`config.mk`:
```
export PLATFORM = sky130hd
export DESIGN_NAME = vpt_tlb
export DESIGN_NICKNAME = d
export VERILOG_FILES = /design/src/rtl/vpt_tlb_pkg.sv /design/src/rtl/tlb_entry_store.sv /design/src/rtl/tlb_match.sv /design/src/rtl/tlb_fault_ctrl.sv /design/src/rtl/vpt_tlb.sv
export SDC_FILE = /design/constraint.sdc
export NUM_CORES = 2
export LEC_CHECK = 0
export ABC_CLOCK_PERIOD_IN_PS = 8100
export BUFFER_PORTS_ARGS = -buffer_cell sky130_fd_sc_hd__buf_2
export CAP_MARGIN = 20
export CELL_PAD_IN_SITES_DETAIL_PLACEMENT = 2
export CELL_PAD_IN_SITES_GLOBAL_PLACEMENT = 2
export CORE_UTILIZATION = 44
export DETAILED_ROUTE_END_ITERATION = 6
export PLACE_DENSITY_LB_ADDON = 0.1
export SYNTH_ARGS = -nofsm -noshare
export SYNTH_HDL_FRONTEND = slang
export SYNTH_HIERARCHICAL = 1
export SYNTH_SLANG_ARGS = --single-unit
```
`constraint.sdc`:
```
create_clock -name clk -period 8.1 [get_ports clk]
set_input_delay 0 -clock clk [delete_from_list [all_inputs] [get_ports clk]]
set_output_delay 0 -clock clk [all_outputs]
set_load 0.1 [all_outputs]
```
`src/rtl/vpt_tlb_pkg.sv`:
```
package vpt_tlb_pkg;
    localparam int VA_W     = 32;
    localparam int PG_SHIFT = 12;
    localparam int PN_W     = VA_W - PG_SHIFT;
    localparam int TID_W    = 8;
    localparam int SIZE_W   = 3;
    localparam logic [SIZE_W-1:0] SIZE_RSVD = 3'd7;

    typedef enum logic [1:0] {
        ACC_READ  = 2'd0,
        ACC_WRITE = 2'd1,
        ACC_EXEC  = 2'd2,
        ACC_ALT   = 2'd3
    } acc_e;

    typedef enum logic [1:0] {
        CAUSE_NONE = 2'd0,
        CAUSE_MISS = 2'd1,
        CAUSE_PRIV = 2'd2,
        CAUSE_PERM = 2'd3
    } cause_e;

    typedef enum logic {
        EXC_IDLE = 1'b0,
        EXC_HELD = 1'b1
    } exc_state_e;

    typedef struct packed {
        logic              valid;
        logic [PN_W-1:0]   vpn;
        logic [PN_W-1:0]   ppn;
        logic [SIZE_W-1:0] size;
        logic [TID_W-1:0]  tid;
        logic              global_en;
        logic              x;
        logic              w;
        logic              s;
    } tlb_entry_t;

    function automatic logic [VA_W-1:0] off_mask(input logic [SIZE_W-1:0] sz);
        int sh;
        sh = PG_SHIFT + 2 * int'(sz);
        return ~({VA_W{1'b1}} << sh);
    endfunction
endpackage

```
`src/rtl/tlb_entry_store.sv`:
```
module tlb_entry_store
    import vpt_tlb_pkg::*;
#(
    parameter int N     = 16,
    parameter int IDX_W = $clog2(N)
) (
    input  logic             clk,
    input  logic             rst_n,
    input  logic             wr_en,
    input  logic [IDX_W-1:0] wr_idx,
    input  tlb_entry_t       wr_entry,
    output tlb_entry_t       entries [N]
);
    tlb_entry_t ent_q [N];

    for (genvar g = 0; g < N; g++) begin : g_ent
        always_ff @(posedge clk or negedge rst_n) begin
            if (!rst_n)
                ent_q[g] <= '0;
            else if (wr_en && wr_idx == IDX_W'(g))
                ent_q[g] <= wr_entry;
        end
    end

    assign entries = ent_q;

    // a write lands in the addressed slot on the next edge
    a_r11_write_lands: assert property (@(posedge clk) disable iff (!rst_n)
        wr_en |=> ent_q[$past(wr_idx)] == $past(wr_entry));
endmodule

```
`src/rtl/tlb_match.sv`:
```
module tlb_match
    import vpt_tlb_pkg::*;
#(
    parameter int N     = 16,
    parameter int IDX_W = $clog2(N)
) (
    input  tlb_entry_t        entries [N],
    input  logic [VA_W-1:0]   va,
    input  logic [TID_W-1:0]  tid,
    output logic [N-1:0]      hit_vec,
    output logic              hit_any,
    output logic              multi,
    output logic [IDX_W-1:0]  sel_idx,
    output logic [PN_W-1:0]   sel_ppn,
    output logic [VA_W-1:0]   sel_mask,
    output logic              sel_x,
    output logic              sel_w,
    output logic              sel_s
);
    for (genvar g = 0; g < N; g++) begin : g_cmp
        logic [VA_W-1:0] base;
        logic [VA_W-1:0] msk;
        logic            addr_eq;
        logic            tid_ok;
        always_comb begin
            base    = {entries[g].vpn, {PG_SHIFT{1'b0}}};
            msk     = off_mask(entries[g].size);
            addr_eq = ((va ^ base) & ~msk) == '0;
            tid_ok  = entries[g].global_en || (entries[g].tid == tid);
            hit_vec[g] = entries[g].valid && (entries[g].size != SIZE_RSVD)
                         && addr_eq && tid_ok;
        end
    end

    always_comb begin
        sel_idx = '0;
        for (int i = N - 1; i >= 0; i--) begin
            if (hit_vec[i]) sel_idx = IDX_W'(i);
        end
    end

    assign hit_any  = |hit_vec;
    assign multi    = $countones(hit_vec) > 1;
    assign sel_ppn  = entries[sel_idx].ppn;
    assign sel_mask = off_mask(entries[sel_idx].size);
    assign sel_x    = entries[sel_idx].x;
    assign sel_w    = entries[sel_idx].w;
    assign sel_s    = entries[sel_idx].s;
endmodule

```
`src/rtl/tlb_fault_ctrl.sv`:
```
module tlb_fault_ctrl
    import vpt_tlb_pkg::*;
(
    input  logic            clk,
    input  logic            rst_n,
    input  logic            fault_valid,
    input  cause_e          fault_cause,
    input  logic [VA_W-1:0] fault_va,
    input  logic            clear,
    output logic            pending,
    output cause_e          cause,
    output logic [VA_W-1:0] va
);
    exc_state_e state_q, state_d;
    logic       capture;
    cause_e     cause_q;
    logic [VA_W-1:0] va_q;

    always_comb begin
        state_d = state_q;
        capture = 1'b0;
        unique case (state_q)
            EXC_IDLE: begin
                if (fault_valid) begin
                    state_d = EXC_HELD;          // CAPTURE
                    capture = 1'b1;
                end
            end
            EXC_HELD: begin
                if (clear && fault_valid) begin
                    state_d = EXC_HELD;          // RECAPTURE
                    capture = 1'b1;
                end else if (clear) begin
                    state_d = EXC_IDLE;          // RELEASE
                end
            end
            default: state_d = EXC_IDLE;
        endcase
    end

    always_ff @(posedge clk or negedge rst_n) begin
        if (!rst_n) state_q <= EXC_IDLE;
        else        state_q <= state_d;
    end

    always_ff @(posedge clk or negedge rst_n) begin
        if (!rst_n) begin
            cause_q <= CAUSE_NONE;
            va_q    <= '0;
        end else if (capture) begin
            cause_q <= fault_cause;
            va_q    <= fault_va;
        end else if (state_d == EXC_IDLE) begin
            cause_q <= CAUSE_NONE;
            va_q    <= '0;
        end
    end

    assign pending = (state_q == EXC_HELD);
    assign cause   = cause_q;
    assign va      = va_q;

    // a held fault keeps its record until released
    a_r10_hold_stable: assert property (@(posedge clk) disable iff (!rst_n)
        (state_q == EXC_HELD && !clear) |=>
            (state_q == EXC_HELD && $stable(cause_q) && $stable(va_q)));
    // release with nothing new returns to idle
    a_r10_release: assert property (@(posedge clk) disable iff (!rst_n)
        (state_q == EXC_HELD && clear && !fault_valid) |=> state_q == EXC_IDLE);
endmodule

```
`src/rtl/vpt_tlb.sv`:
```
module vpt_tlb
    import vpt_tlb_pkg::*;
#(
    parameter int N_ENTRIES = 16,
    localparam int IDX_W    = $clog2(N_ENTRIES)
) (
    input  logic             clk,
    input  logic             rst_n,
    input  logic             lk_valid,
    input  logic [31:0]      lk_va,
    input  logic [7:0]       lk_tid,
    input  logic [1:0]       lk_kind,
    input  logic             lk_super,
    output logic             rsp_valid,
    output logic             rsp_ok,
    output logic [1:0]       rsp_cause,
    output logic [31:0]      rsp_pa,
    output logic             rsp_multi,
    output logic             exc_pending,
    output logic [1:0]       exc_cause,
    output logic [31:0]      exc_va,
    input  logic             exc_clear,
    input  logic             wr_en,
    input  logic [IDX_W-1:0] wr_idx,
    input  logic             wr_valid,
    input  logic [19:0]      wr_vpn,
    input  logic [19:0]      wr_ppn,
    input  logic [2:0]       wr_size,
    input  logic [7:0]       wr_tid,
    input  logic             wr_global,
    input  logic             wr_x,
    input  logic             wr_w,
    input  logic             wr_s
);
    tlb_entry_t            wr_entry;
    tlb_entry_t            entries [N_ENTRIES];
    logic [N_ENTRIES-1:0]  m_hit_vec;
    logic                  m_hit, m_multi;
    logic [IDX_W-1:0]      m_sel_idx;
    logic [PN_W-1:0]       m_ppn;
    logic [VA_W-1:0]       m_mask;
    logic                  m_x, m_w, m_s;
    cause_e                cause_c;
    logic [VA_W-1:0]       pa_c;
    acc_e                  kind;
    cause_e                exc_cause_e;

    assign wr_entry = '{valid: wr_valid, vpn: wr_vpn, ppn: wr_ppn, size: wr_size,
                        tid: wr_tid, global_en: wr_global, x: wr_x, w: wr_w, s: wr_s};

    tlb_entry_store #(.N(N_ENTRIES), .IDX_W(IDX_W)) u_store (
        .clk(clk), .rst_n(rst_n), .wr_en(wr_en), .wr_idx(wr_idx),
        .wr_entry(wr_entry), .entries(entries));

    tlb_match #(.N(N_ENTRIES), .IDX_W(IDX_W)) u_match (
        .entries(entries), .va(lk_va), .tid(lk_tid), .hit_vec(m_hit_vec),
        .hit_any(m_hit), .multi(m_multi), .sel_idx(m_sel_idx), .sel_ppn(m_ppn),
        .sel_mask(m_mask), .sel_x(m_x), .sel_w(m_w), .sel_s(m_s));

    assign kind = acc_e'(lk_kind);

    always_comb begin
        if (!m_hit)
            cause_c = CAUSE_MISS;
        else if (m_s && !lk_super)
            cause_c = CAUSE_PRIV;
        else if ((kind == ACC_WRITE && !m_w) || (kind == ACC_EXEC && !m_x))
            cause_c = CAUSE_PERM;
        else
            cause_c = CAUSE_NONE;
        pa_c = ({m_ppn, {PG_SHIFT{1'b0}}} & ~m_mask) | (lk_va & m_mask);
    end

    always_ff @(posedge clk or negedge rst_n) begin
        if (!rst_n) begin
            rsp_valid <= 1'b0;
            rsp_ok    <= 1'b0;
            rsp_cause <= CAUSE_NONE;
            rsp_pa    <= '0;
            rsp_multi <= 1'b0;
        end else begin
            rsp_valid <= lk_valid;
            rsp_ok    <= lk_valid && (cause_c == CAUSE_NONE);
            rsp_cause <= lk_valid ? cause_c : CAUSE_NONE;
            rsp_pa    <= (lk_valid && cause_c == CAUSE_NONE) ? pa_c : '0;
            rsp_multi <= lk_valid && m_multi;
        end
    end

    tlb_fault_ctrl u_fault (
        .clk(clk), .rst_n(rst_n),
        .fault_valid(lk_valid && cause_c != CAUSE_NONE),
        .fault_cause(cause_c), .fault_va(lk_va), .clear(exc_clear),
        .pending(exc_pending), .cause(exc_cause_e), .va(exc_va));

    assign exc_cause = exc_cause_e;

    // a response only follows a lookup
    a_r2_rsp_follows_lookup: assert property (@(posedge clk) disable iff (!rst_n)
        rsp_valid |-> $past(lk_valid));
    // success and a fault cause never coexist
    a_r5_ok_no_cause: assert property (@(posedge clk) disable iff (!rst_n)
        rsp_ok |-> (rsp_valid && rsp_cause == CAUSE_NONE));
    // multi-hit is never reported alongside a miss
    a_r9_multi_not_miss: assert property (@(posedge clk) disable iff (!rst_n)
        rsp_multi |-> (rsp_valid && rsp_cause != CAUSE_MISS));
    // selected entry is the lowest hitting index
    a_r9_lowest_index: assert property (@(posedge clk) disable iff (!rst_n)
        m_hit |-> (m_hit_vec[m_sel_idx] &&
                   ((m_hit_vec & ((N_ENTRIES'(1) << m_sel_idx) - N_ENTRIES'(1))) == '0)));
    // any faulting response leaves a pending fault
    a_r10_fault_pending: assert property (@(posedge clk) disable iff (!rst_n)
        (rsp_valid && rsp_cause != CAUSE_NONE) |-> exc_pending);
endmodule

```
# Word level (Yosys, flattened, before mapping)
# Cells that the tools add are included.
# totals
regBits	968
input_bits	108
# classes
add_sub_neg	32
n_lt_le_gt_ge	2
eq_ne	50
shifts	17
muxes	34
bitwise_logic	71
reduce_logical	111
# ops
cell	n
inverter 32 bit	34
bitwise AND 32 bit	18
left shift 32 x 32 -> 32 bit, first input constant	17
zero test 32 bit	16
bitwise XOR 32 bit	16
adder 32 bit	7
binary-select mux 56 bit (select 4 bit)	1
== test 8 bit	16
2-to-1 mux 32 bit	3
adder 4 x 4 -> 5 bit, first input constant	17
logical AND 1 bit	71
2-to-1 mux 35 bit	2
2-to-1 mux 4 bit	16
inequality test 3 bit, second input constant	16
== test 4 bit, second input constant	8
greater-than comparator 32 x 2 -> 1 bit, second input constant	1
OR 32 bit	1
logical OR 1 bit	17
adder 1 x 1 -> 2 bit	8
== test 4 x 3 -> 1 bit, second input constant	4
OR reduction 16 bit	1
2-to-1 mux 2 bit	6
== test 4 x 2 -> 1 bit, second input constant	2
>= comparator 5 bit, second input constant	1
12 further kinds	18

# Depth between registers and ports, before layout
# logic_depth
depth_word	41
mapped_depth	28

# Modules after synthesis
# The synthesis kept the hierarchy.
# by_module_without_submodules
mod	n_inst	cells_per_inst	area_per_inst_um2	seq_area_each_um2
tlb_entry_store	1	1970	33767.4	22421.5
tlb_match	1	1917	13798.2	0.0
tlb_fault_ctrl	1	153	1540.2	875.8
vpt_tlb	1	121	1488.9	925.9

# Least setup slack after synthesis
# OpenSTA, ideal clock, no wires.
# synth_timing
kind	reg-to-reg
from	register u_store.ent_q (netlist bit u_store/entries[237])
to	register rsp_multi
setup_ns	0.119
arrival_time_ns	5.226
slack_ns	2.755
stages_incl_launch_ff	19
path_buffers	0
synth_period_minus_slack_ns	5.345
path_cell_list	dfrtp_1 > inv_1 > ha_1 > o211ai_1 > a31oi_1 > a2111oi_0 > a41oi_1 > nor4_1 > fa_1 > inv_1 > fa_1 > fa_1 > fa_1 > inv_1 > ha_1 > fa_1 > nor3_1 > nand2_1 > and2_1
# synth_between
elab_chain_len	14
# synth_lines
element	line_no	rtl
start: declaration	tlb_entry_store.sv:14	tlb_entry_t ent_q [N];
start signal: indexed assignment	tlb_entry_store.sv:21	ent_q[g] <= wr_entry;
adder 4 x 4 -> 5 bit	vpt_tlb_pkg.sv:42	sh = PG_SHIFT + 2 * int'(sz);
left shift 32 x 32 -> 32 bit	vpt_tlb_pkg.sv:43	return ~({VA_W{1'b1}} << sh);
inverter 32 bit	vpt_tlb_pkg.sv:43	
inverter 32 bit	tlb_match.sv:28	addr_eq = ((va ^ base) & ~msk) == '0;
bitwise AND 32 bit	tlb_match.sv:28	
zero test 32 bit	tlb_match.sv:28	
logical AND 1 bit * (2 in series)	tlb_match.sv:31	&& addr_eq && tid_ok;
net m_hit_vec[11]	vpt_tlb.sv:37	logic [N_ENTRIES-1:0] m_hit_vec;
adder 1 x 1 -> 2 bit (not written as such) *	tlb_match.sv:43	assign multi = $countones(hit_vec) > 1;
adder 32 bit (not written as such) * (3 in series)	tlb_match.sv:43	
greater-than comparator 32 x 2 -> 1 bit *	tlb_match.sv:43	
net m_multi	vpt_tlb.sv:38	logic m_hit, m_multi;
logical AND 1 bit *	vpt_tlb.sv:86	rsp_multi <= lk_valid && m_multi;
end signal: assignment	vpt_tlb.sv:86	
end: declaration	vpt_tlb.sv:18	output logic rsp_multi,
# Mark *: on every way through the listed nets, which the timed path passes. The rest lies on a longest branch.
# A chain may end at the register's enable or synchronous reset.

# Final worst setup path
# layout_timing
from	register u_store.ent_q (netlist bit u_store/entries[517])
to	register u_fault.va_q[1], in the netlist u_fault/va[1]
# layout_between
elab_chain_len	31
# layout_lines
element	line_no	rtl
adder 4 x 4 -> 5 bit	vpt_tlb_pkg.sv:42	
left shift 32 x 32 -> 32 bit	vpt_tlb_pkg.sv:43	
inverter 32 bit	vpt_tlb_pkg.sv:43	
inverter 32 bit	tlb_match.sv:28	
bitwise AND 32 bit	tlb_match.sv:28	
zero test 32 bit	tlb_match.sv:28	
logical AND 1 bit * (2 in series)	tlb_match.sv:31	
2-to-1 mux 4 bit * (7 in series)	tlb_match.sv:38	if (hit_vec[i]) sel_idx = IDX_W'(i);
net m_sel_idx[0]	vpt_tlb.sv:39	logic [IDX_W-1:0] m_sel_idx;
(+4 left out)	-	
net m_x	vpt_tlb.sv:42	logic m_x, m_w, m_s;
(+4 left out)	-	
2-to-1 mux 2 bit *	vpt_tlb.sv:65	else if (m_s && !lk_super)
2-to-1 mux 2 bit *	vpt_tlb.sv:63	if (!m_hit)
nonzero test 2 bit *	vpt_tlb.sv:92	.fault_valid(lk_valid && cause_c != CAUSE_NONE),
logical AND 1 bit *	vpt_tlb.sv:92	
logical AND 1 bit	tlb_fault_ctrl.sv:30	if (clear && fault_valid) begin
2-to-1 mux 1 bit	tlb_fault_ctrl.sv:30	
case mux 1 bit (2 select lines)	tlb_fault_ctrl.sv:22	unique case (state_q)
inequality test 2 bit (no source line) or 2-to-1 mux 32 bit (tied branches)	-	
end signal: assignment	tlb_fault_ctrl.sv:52	va_q <= fault_va;
end: declaration	tlb_fault_ctrl.sv:17	logic [VA_W-1:0] va_q;
# Mark *: on every way through the listed nets, which the timed path passes. The rest lies on a longest branch. The select of a mux whose other input is x is not followed.

==> results_dict.tcl <==
set metrics [dict create \
    post_synth_instance_area_sq_um 50600 \
    worstPathArrival_ps 8200 \
    p_leak_nw 25.8 \
    clock_power_share_pct 33.0 \
    placement.cell_area_sq_um 52600 \
    die_width_um 341 \
    dieArea_sq_um 116000 \
    layout_worst_path_cycle_share_pct 93.4 \
    die_height_um 341 \
    pwr-share-seq_pct 42.2 \
    power_frac_comb_pct 24.8 \
    gp_congestion 0.919 \
    floorplan.initialDensity_pct 44.3 \
    timing.rr.start "u_store/entries[517]$_DFFE_PN0P_" \
    grt_first_pass_wirelength_um 281000 \
    design_power_total_mw 15.9 \
    worstSetupStartpointType "flop" \
    maximum_capacitance_violations 0 \
    cts_buffers 112 \
    rsz0062_at_grt "false" \
    final_period_minus_worst_setup_slack_ps 7560 \
    grtUsageTotal_pct 33.1 \
    met2RoutedLength_um 93900 \
    row_count 124 \
    insertion_delay_ps 730 \
    crit_path_start "u_store/entries[517]$_DFFE_PN0P_" \
    highest_layer "met5" \
    port_buffers 179 \
    ys.warnings.count 6 \
    global_route.overflow_total 0 \
    setup_tns_ps 0 \
    finalNetCount 4480 \
    final_count_of_pins_violating_max_slew 0 \
    slew_headroom_pct 11.8 \
    post_drt_wl_per_cell_um 32.7 \
    post_detailed_route_drc_marker_count 0 \
    min-delay-path-class "in -> async" \
    coreArea_sq_um 114000 \
    number_of_global_route_vias_before_repair 39173 \
    vias_per_cell 5.97 \
    layout-drive-gt1-share_pct 32.1 \
    power.share.switching_pct 32.1 \
    final.hold.worst_slack_ps 40.4 \
    cts-resized-gates 0 \
    number_of_endpoints_failing_setup_at_the_final_stage 0 \
    tightest_slew_ps 1320 \
    postRouteAntennaNets 0 \
    clock-sinks 968 \
    grt_max_degree 155 \
    hpwl_um 121000 \
    wirelength_met1_um 82500 \
    met3WireLength_um 7760 \
    detailedPlace.worstSlack_ps 1250 \
    cts-htree-levels 3 \
    wirelength_um 193000 \
    drt_iter0_markers 2215 \
    detailroute.via_count 35189 \
    outcome "finished, final reports clean" \
    cts_root_buffer "sky130_fd_sc_hd__clkbuf_16" \
    antenna_found_initial 25 \
    worst-path-max-fanout 35 \
    internal_power_mw 10.8 \
    worst-setup-path-type "reg -> reg" \
    fin_area_sq_um 57200 \
    required_ps 8740 \
    clkSlewWorstSetupHoldPaths_ps 60 \
    numPlacedInstances 5611 \
    fin_worst_skew_ps 31.7 \
    max_frequency_ghz 0.132 \
    pwr_density_cell_nw_per_um2 277 \
    first_pass_iters 5 \
    post-route-util_pct 50.1 \
    syn-instance-count 4159 \
    fin_ws_ps 536 \
    area_growth_from_synthesis_to_layout_pct 13.1 \
    post_cts_setup_repair_bufs 0 \
    tritoncts_clock_tree "built" \
    r2r.worst_path.cells 21 \
    instances_no_fill 5899 \
    p_sw_mw 5.09 \
    ir_drop_v 0.000184 \
    clock_path_buffers 3 \
    boundaryPins 180 \
    critical_path.endpoint_type "flop" \
    timing.final.hold_violations 0 \
    postSynthAreaPerCell_sq_um 12.2 \
]
routing by layer:
layer | up-vias | GRT usage, %
met5 | - | 0
met4 | 18 | 12.9
met3 | 380 | 4.32
met2 | 832 | 55.8
met1 | 18971 | 43.3
li1 | 14988 | -
power by group through the flow:
stage / sequential (mW) / clock (mW) / combinational [mW]
floorplan: 6.59 / 0 / 2.62
finish: 6.70 / 5.23 / 3.93
global route: 6.82 / 5.48 / 4.19
global placement: 6.67 / 0 / 3.65
detailed placement: 6.75 / 0 / 3.78
CTS: 6.69 / 5.32 / 3.89
cell usage in the layout, fill, tap and decap left out, types with 28 or more instances in the layout:
master	n
sky130_fd_sc_hd__and2_1	42
sky130_fd_sc_hd__mux2_2	822
sky130_fd_sc_hd__nand2_1	164
sky130_fd_sc_hd__clkbuf_16	113
sky130_fd_sc_hd__mux2_4	90
sky130_fd_sc_hd__nor3_1	47
sky130_fd_sc_hd__o21ai_0	102
sky130_fd_sc_hd__a21oi_1	131
sky130_fd_sc_hd__inv_1	86
sky130_fd_sc_hd__mux2i_1	153
sky130_fd_sc_hd__mux2_1	30
sky130_fd_sc_hd__buf_4	71
sky130_fd_sc_hd__ha_1	67
sky130_fd_sc_hd__dfrtp_1	968
sky130_fd_sc_hd__nor2_1	99
sky130_fd_sc_hd__nor4_1	40
sky130_fd_sc_hd__nand3_1	28
sky130_fd_sc_hd__xor2_1	176
sky130_fd_sc_hd__a211oi_1	82
sky130_fd_sc_hd__dlygate4sd3_1	80
sky130_fd_sc_hd__nand3b_1	41
sky130_fd_sc_hd__nand4_1	42
sky130_fd_sc_hd__xnor2_1	272
sky130_fd_sc_hd__buf_2	179
what timing repair did:
| action | CTS | global route |
|---|---|---|
| endpoints found under the setup margin | 0 | 0 |
| hold endpoints to repair | 719 | 0 |
| hold buffers | 81 | 0 |
path summary, 6_finish.rpt:
| check | slack, ps | endpoint |
|---|---|---|
| worst min register to register | 500 | u_store/entries[194]$_DFFE_PN0P_ |
| worst max register to register | 540 | u_fault/va[1]$_DFFE_PN0P_ |
| min in group clk | 40 | u_store/entries[667]$_DFFE_PN0P_ |
| max in group asynchronous | 6590 | u_store/entries[4]$_DFFE_PN0P_ |
| worst min-delay path | 40 | u_fault/va[24]$_DFFE_PN0P_ |
| worst max-delay path | 540 | u_fault/va[1]$_DFFE_PN0P_ |
layout make-up:
| class | count | area (sq um) |
|---|---|---|
| diodes | 5 | 12.5 |
| clock buffers | 165 | 3280 |
| clock inverters | 36 | 482 |
| fillers | 11058 | 57000 |
| inverters | 90 | 340 |
| multi-input cells | 2780 | 24500 |
| flip-flops and latches | 968 | 24200 |
| well taps | 1512 | 1890 |
| repair buffers | 343 | 2490 |
state kept, by name (all words and copies together), names as in the netlist:
register / flops
rsp_cause: 2
rsp_multi: 1
rsp_ok: 1
rsp_pa: 32
rsp_valid: 1
u_fault/cause: 2
u_fault/pending: 1
u_fault/va: 32
u_store/entries: 896
worst max-delay path, cell delays in order (launching register included):
cell	delay, ps
sky130_fd_sc_hd__dfrtp_1	600
sky130_fd_sc_hd__inv_1	230
sky130_fd_sc_hd__ha_1	440
sky130_fd_sc_hd__or3_1	380
sky130_fd_sc_hd__a211oi_1	440
sky130_fd_sc_hd__o311ai_0	260
sky130_fd_sc_hd__a2111oi_0	850
sky130_fd_sc_hd__a311oi_1	250
sky130_fd_sc_hd__o21a_1	340
sky130_fd_sc_hd__o21ai_4	300
sky130_fd_sc_hd__inv_2	460
sky130_fd_sc_hd__a211oi_1	330
sky130_fd_sc_hd__a211oi_1	80
sky130_fd_sc_hd__nor3_1	230
sky130_fd_sc_hd__a21oi_1	140
sky130_fd_sc_hd__or3b_4	450
sky130_fd_sc_hd__dlygate4sd3_1	590
sky130_fd_sc_hd__and3_4	210
sky130_fd_sc_hd__a21oi_2	120
sky130_fd_sc_hd__buf_4	380
sky130_fd_sc_hd__nand2_1	160
sky130_fd_sc_hd__o21ai_1	200
Note: power is estimated with default switching activity, not from simulation.
